[config.mk]
export PLATFORM = sky130hd
export DESIGN_NAME = core_timer_unit
export DESIGN_NICKNAME = d
export VERILOG_FILES = /design/src/rtl/core_timer_unit.sv
export SDC_FILE = /design/constraint.sdc
export NUM_CORES = 1
export LEC_CHECK = 0
export BUFFER_PORTS_ARGS = -buffer_cell sky130_fd_sc_hd__buf_2
export CAP_MARGIN = 40
export CORE_MARGIN = 3
export CORE_UTILIZATION = 55
export CTS_CLUSTER_SIZE = 30
export DETAILED_ROUTE_END_ITERATION = 8
export PLACE_DENSITY_LB_ADDON = 0.05
export SLEW_MARGIN = 20
export SYNTH_ARGS = -nofsm -noshare
export SYNTH_HDL_FRONTEND = slang
export SYNTH_SLANG_ARGS = --single-unit
[constraint.sdc]
create_clock -name clk -period 3.86 [get_ports clk]
set_clock_uncertainty 0.15 [all_clocks]
set_input_delay 0.193 -clock clk [delete_from_list [all_inputs] [get_ports clk]]
set_output_delay 0.193 -clock clk [all_outputs]
set_load 0.02 [all_outputs]
[src/rtl/core_timer_unit.sv]
module core_timer_unit #(
  parameter int unsigned NUM_HARTS = 4,
  parameter int unsigned ADDR_W    = 16,
  parameter int unsigned SWI_BASE  = 32'h0000,
  parameter int unsigned CMP_BASE  = 32'h4000,
  parameter int unsigned TIME_BASE = 32'hBFF8
) (
  input  logic                 clk,
  input  logic                 rst_n,
  input  logic                 tick_en,
  input  logic [ADDR_W-1:0]    reg_addr,
  input  logic [31:0]          reg_wdata,
  input  logic                 reg_we,
  input  logic                 reg_re,
  output logic [31:0]          reg_rdata,
  output logic [NUM_HARTS-1:0] timer_irq,
  output logic [NUM_HARTS-1:0] soft_irq
);

  localparam logic [ADDR_W-1:0] TIME_LO = ADDR_W'(TIME_BASE);
  localparam logic [ADDR_W-1:0] TIME_HI = ADDR_W'(TIME_BASE + 4);

  function automatic logic [ADDR_W-1:0] swi_at(int unsigned h);
    return ADDR_W'(SWI_BASE + 4 * h);
  endfunction

  function automatic logic [ADDR_W-1:0] cmp_at(int unsigned h, int unsigned half);
    return ADDR_W'(CMP_BASE + 8 * h + 4 * half);
  endfunction

  logic [63:0] now_q;
  logic [NUM_HARTS-1:0][63:0] cmp_q;
  logic [31:0] rd_val;

  always_ff @(posedge clk or negedge rst_n)
    if (!rst_n)       now_q <= '0;
    else if (tick_en) now_q <= now_q + 64'd1;

  always_ff @(posedge clk or negedge rst_n)
    if (!rst_n) begin
      cmp_q    <= '0;
      soft_irq <= '0;
    end else if (reg_we) begin
      for (int unsigned h = 0; h < NUM_HARTS; h++) begin
        if (reg_addr == swi_at(h))    soft_irq[h]         <= reg_wdata[0];
        if (reg_addr == cmp_at(h, 0)) cmp_q[h][31:0]      <= reg_wdata;
        if (reg_addr == cmp_at(h, 1)) cmp_q[h][63:32]     <= reg_wdata;
      end
    end

  always_ff @(posedge clk or negedge rst_n)
    if (!rst_n) timer_irq <= '0;
    else
      for (int unsigned h = 0; h < NUM_HARTS; h++)
        timer_irq[h] <= (cmp_q[h] <= now_q);

  always_comb begin
    rd_val = '0;
    if (reg_addr == TIME_LO) rd_val = now_q[31:0];
    if (reg_addr == TIME_HI) rd_val = now_q[63:32];
    for (int unsigned h = 0; h < NUM_HARTS; h++) begin
      if (reg_addr == swi_at(h))    rd_val = {31'd0, soft_irq[h]};
      if (reg_addr == cmp_at(h, 0)) rd_val = cmp_q[h][31:0];
      if (reg_addr == cmp_at(h, 1)) rd_val = cmp_q[h][63:32];
    end
  end

  always_ff @(posedge clk or negedge rst_n)
    if (!rst_n) reg_rdata <= '0;
    else        reg_rdata <= reg_re ? rd_val : 32'd0;

  a_r1_tick_advance: assert property (@(posedge clk) disable iff (!rst_n)
    tick_en |=> now_q == $past(now_q) + 64'd1);

  a_r1_tick_hold: assert property (@(posedge clk) disable iff (!rst_n)
    !tick_en |=> $stable(now_q));

  a_r3_time_write_ignored: assert property (@(posedge clk) disable iff (!rst_n)
    (reg_we && !tick_en && (reg_addr == TIME_LO || reg_addr == TIME_HI)) |=> $stable(now_q));

  a_r2_idle_rdata_zero: assert property (@(posedge clk) disable iff (!rst_n)
    !reg_re |=> reg_rdata == 32'd0);

  a_r2_time_lo_read: assert property (@(posedge clk) disable iff (!rst_n)
    (reg_re && reg_addr == TIME_LO) |=> reg_rdata == $past(now_q[31:0]));

  for (genvar g = 0; g < NUM_HARTS; g++) begin : g_hart_chk
    a_r4_soft_changes_on_write: assert property (@(posedge clk) disable iff (!rst_n)
      !$stable(soft_irq[g]) |-> $past(reg_we));

    a_r4_soft_readback: assert property (@(posedge clk) disable iff (!rst_n)
      (reg_re && reg_addr == swi_at(g)) |=> reg_rdata == {31'd0, $past(soft_irq[g])});

    a_r5_cmp_hold: assert property (@(posedge clk) disable iff (!rst_n)
      !reg_we |=> $stable(cmp_q[g]));

    a_r7_rise_when_due: assert property (@(posedge clk) disable iff (!rst_n)
      $rose(timer_irq[g]) |-> $past(cmp_q[g] <= now_q));
  end

endmodule

* After elaboration in Yosys (flattened, before gate mapping)
Cells that the tools add are included.
** Storage, ports and cells
- Bits in registers :: 360
- Latch bits :: 0
- Bits in writable memories :: 0
- Bits in read-only memories :: 0
- Input bits :: 53
- Output and inout bits :: 40
- Word-level logic and storage cells :: 61
- Memories :: 0
** Cells by class
- Add/subtract/negate cells :: 1
- Multiply operators :: 0
- Divide/modulo/power cells :: 0
- $lt $le $gt $ge :: 4
- Equal/unequal tests :: 13
- Shift operators :: 0
- Muxes and demuxes :: 15
- Bitwise operators :: 0
- Reduce and logical (&&, ||, !) cells :: 13
** Operators with widths (count)
- 32-bit 2-to-1 mux :: 15
- 64-bit <= comparator :: 4
- 16-bit by 15-bit equality test with 1-bit output, second input constant :: 8
- 64-bit by 1-bit adder with 64-bit output, second input constant :: 1
- 16-bit equality test, second input constant :: 2
- 16-bit by 4-bit equality test with 1-bit output, second input constant :: 2
- 2-bit AND reduction :: 12
- 16-bit by 3-bit equality test with 1-bit output, second input constant :: 1
- 16-bit zero test :: 1

* Longest topological paths before layout
- Depth after elaboration :: 16
- Mapped depth :: 10
- Depth with buffers taken out :: 9

* Least setup slack after synthesis
No wires, ideal clock.
- Kind :: register to register
- Start point :: reg now_q[37]
- End point :: reg timer_irq[0]
- Library setup time :: 66 ps
- Arrival time :: 2279 ps
- Data required time :: 3644 ps
- Setup slack :: 1366 ps
- Stages on the path, launching flop included :: 10
- Path buffers :: 0
- Clock period less this slack :: 2494 ps
- Cell sequence :: dfrtp_1 -> inv_1 -> ha_1 -> a21o_1 -> a21o_1 -> a221o_1 -> a221o_1 -> a2111oi_0 -> o221ai_1 -> nand2_1
** On the way
- Word-level cells in the longest chain between the ends :: 1
** Ends and longest elaborated chain
- start, declared :: line 31 : logic [63:0] now_q;
- start signal, assigned :: line 37 : else if (tick_en) now_q <= now_q + 64'd1;
- 64-bit <= comparator :: line 55 : timer_irq[h] <= (cmp_q[h] <= now_q);
- end signal, assigned by index :: line 55
- end, declared :: line 16 : output logic [NUM_HARTS-1:0] timer_irq,
No other way between the ends.
A chain may end at the register's enable or synchronous reset.

* Worst setup path after layout
- Start point :: reg now_q[29]
- End point :: reg timer_irq[0]
Same word-level chain as after synthesis.

==> results.md <==
- Commonest cells in the netlist: dfrtp_1 (360), ha_1 (257), mux2_2 (237), nand2_1 (124), o21ai_0 (114)
- Status: complete, no violations
- I/O pins: 93
- GRT Total Usage: 35.9%
- Rows: 72
- Layout cells sized above 1: 22.4%
- Detail Route Antenna Nets: 0
- PwrDens: 345 nW/um^2
- Largest net degree at the start of global routing: 94
- Synthesized Nets: 2283
- Vias post-DR: 17500
- Core region area: 38700 sq um
- Min Tclk post-route: 3800 ps
- Worst Hold Class: in -> async
- CTS tree: done
- Fin nets: roughly 2400
- Most used cell, CP: nand4_1
- Main combinational cell family by area after synthesis: adder cells
- Max Clk Rate: 263 MHz
- Crit path DAT: 4090 ps
- Max_cap viols: 0
- EDFF count, synth: 0
- Synth Area in Compound Gates: 13.2%
- Setup tns final: 0 ps
- # setup viols final: 0
- Gp weighted congestion: 1.00
- DP Cell Count: ~2600
- Chip width: between 200 and 250 um
- Die Y-Extent: 204 um
- Sequential-to-total area share from yosys stat: 41.6%
- Die area: 41700 sq um
- Synth area leader: dfrtp_1
- Post-Route WL: ~74000 um
- Clk buf depth: 3
- Via-to-Cell Ratio: ~6.6
- Post-synthesis xor/xnor area fraction: 2.51%
- CP endpoint kind: register
- Initial Util: 55.8%
- Relative slew slack: 33.6%
- Max IR drop VDD: 0.000380 V
- Post-CTS Setup Bufs: 0
- Most common cell in the netlist: dfrtp_1
- Dominant cells by area after synthesis: dfrtp_1 (42%), ha_1 (15%), mux2_2 (12%)
- Simple logic cell fraction of the synthesized area: a little under an eighth
- Finished Layout Cells: 2666
- Synth-to-Final Area Change: 14.3%
- Port Buffers: 92
- Antenna cells: 0
- GR Overflow Total: 0
- Initial antenna violation count: 1
- Yosys reg bits: 360
- Synthesized area: about 22000 sq um
- CTS Sinks: between 300 and 400
- Crit path required time: 4150 ps
- LEAKAGE: approximately 0.012 uW
- Cts bufs inserted: 41
- Post-synth top area share: 41.6%
- DP HPWL: 53200 um
- DR WL/cell: 27.8 um
- Final Hold Vio Count: 0
- Primary FF master, synth: dfrtp_1
- Synth unique cells: 72
- Max H-tree Level: 2
- Slew @ Worst Pin: a little under 1000 ps
- FF-to-FF setup slack: 60 ps
- Post-synth ARST share: between 90% and 100%
- Total power: approximately 8500 uW
- Tcrit/Tclk final: 98.5%
- Drt first pass iters: 6
- First-pass GRT wire length: 112000 um
- DRC viols: 0
- RR Endpoint: timer_irq[0]$_DFF_PN0_
- Mux cell area share after synthesis: 13.7%
- Unrepaired setup endpoints after global routing: no
- Cell count after synthesis: just under 2000
- Clock transition at the registers of the reported paths: 70 ps
- Worst r2r src: now_q[29]$_DFFE_PN0P_
- Slowest-stage cell, CP: nor4_1
- CTS root buf: clkbuf_16
- Number of synthesis warnings: 0
- Worst-Skew Late Latency: 570 ps
- Adder and majority cell fraction of the synthesized area: 14.9%
- CP peak stage delay: 660 ps
- Crit path cell chain: inv_1 > ha_1 > nand4_1 > nor3_1 > nand4_1 > nor4_1 > a2111oi_0 > buf_1 > o221ai_1 > nand2_1
- Slew Viols, Final: 0
- DR iter-0 viols: 1487
- Setup CP Type: reg -> reg
- Worst-path fanout max: 5
- Vias in the first global route: roughly 18000
- Syn Area/Cell: ~11 sq um
- Critical path launch point type: register
- R2R depth: 10
-- cell usage in the layout (no fill, tap or decap), types with 51 or more instances in the layout --
cell and n:
a21oi_1 62, buf_2 91, dfrtp_1 360, ha_1 257, inv_1 76, mux2_2 237, nand2_1 124, nand3_1 63
nand4_1 66, nor2_1 51, o21ai_0 114, xnor2_1 61
-- cell type report --
type / instances / area [sq um]
Clock inverter: 21 / 209
Fill cell: 3124 / 14000
Clock buffer: 54 / 1190
Tap cell: 518 / 648
Timing Repair Buffer: 174 / 1270
Multi-Input combinational cell: 1463 / 12100
Sequential cell: 360 / 9010
Inverter: 76 / 285
-- sequential cells by signal, summed over array words and instances, names as in the netlist --
name,count
reg_rdata,32
soft_irq,4
now_q,64
timer_irq,4
cmp_q,256
-- kinds of logic (layout without fill, tap and decap cells) --
kind of cell,count (synthesis),in the layout
xor gates and xnor gates,62,62
AOI/OAI and AO/OA,417,417
muxes,263,263
buffers and inverters,150,325
and+or+nand+nor,464,464
adders and majority gates,257,257
DFF,360,360
-- worst max-delay path, delay by kind of cell, from the launching register on --
| family | cells | cell delay [ps] |
|---|---|---|
| AOI/OAI and AO/OA | 2 | 570 |
| and+or+nand+nor | 5 | 1740 |
| buffers and inverters | 2 | 370 |
| DFF | 1 | 460 |
| adders and majority gates | 1 | 350 |
-- worst max path at each step --
stage / slack [ps] / startpoint / endpoint / cells past startpoint
floorplan: 1370 / now_q[37]$_DFFE_PN0P_ / timer_irq[0]$_DFF_PN0_ / 9
global placement: 190 / now_q[37]$_DFFE_PN0P_ / timer_irq[0]$_DFF_PN0_ / 9
detailed placement: 230 / now_q[28]$_DFFE_PN0P_ / timer_irq[0]$_DFF_PN0_ / 10
CTS: 210 / now_q[29]$_DFFE_PN0P_ / timer_irq[0]$_DFF_PN0_ / 10
global route: 40 / now_q[29]$_DFFE_PN0P_ / timer_irq[0]$_DFF_PN0_ / 10
finish: 60 / now_q[29]$_DFFE_PN0P_ / timer_irq[0]$_DFF_PN0_ / 10
-- layer usage --
metal  wire length, um  track usage, %
met1             31500            48.7
met3              4770            4.79
met2             34200            57.4
met5                 0               0
met4              3570            16.9
-- through the flow --
stage / worst slack, ps / hold slack (ps) / instance area [sq um] / util (%)
after floorplan: 1370 / -253 / 21600 / -
after global placement: 191 / 57.3 / 22900 / 59.1
after detailed placement: 226 / 65.3 / 22900 / 59.1
after CTS: 206 / 53.2 / 24700 / 63.7
after global routing: 36.7 / 102 / 24700 / 63.8
final: 58.0 / 62.4 / 24700 / 63.8
-- report_power, final --
group	switching [uW]	leakage (uW)	internal, uW
clock	1670	0.000699	2380
combinational	381	0.00661	217
sequential	63.4	0.00487	3810
total	2120	0.0122	6400
-- what timing repair did --
action / CTS / global route
hold buffers: 38 / 1
endpoints found under the hold margin: 342 / 8
resized for setup: 0 / 0
(Power assumes the default switching activity.)
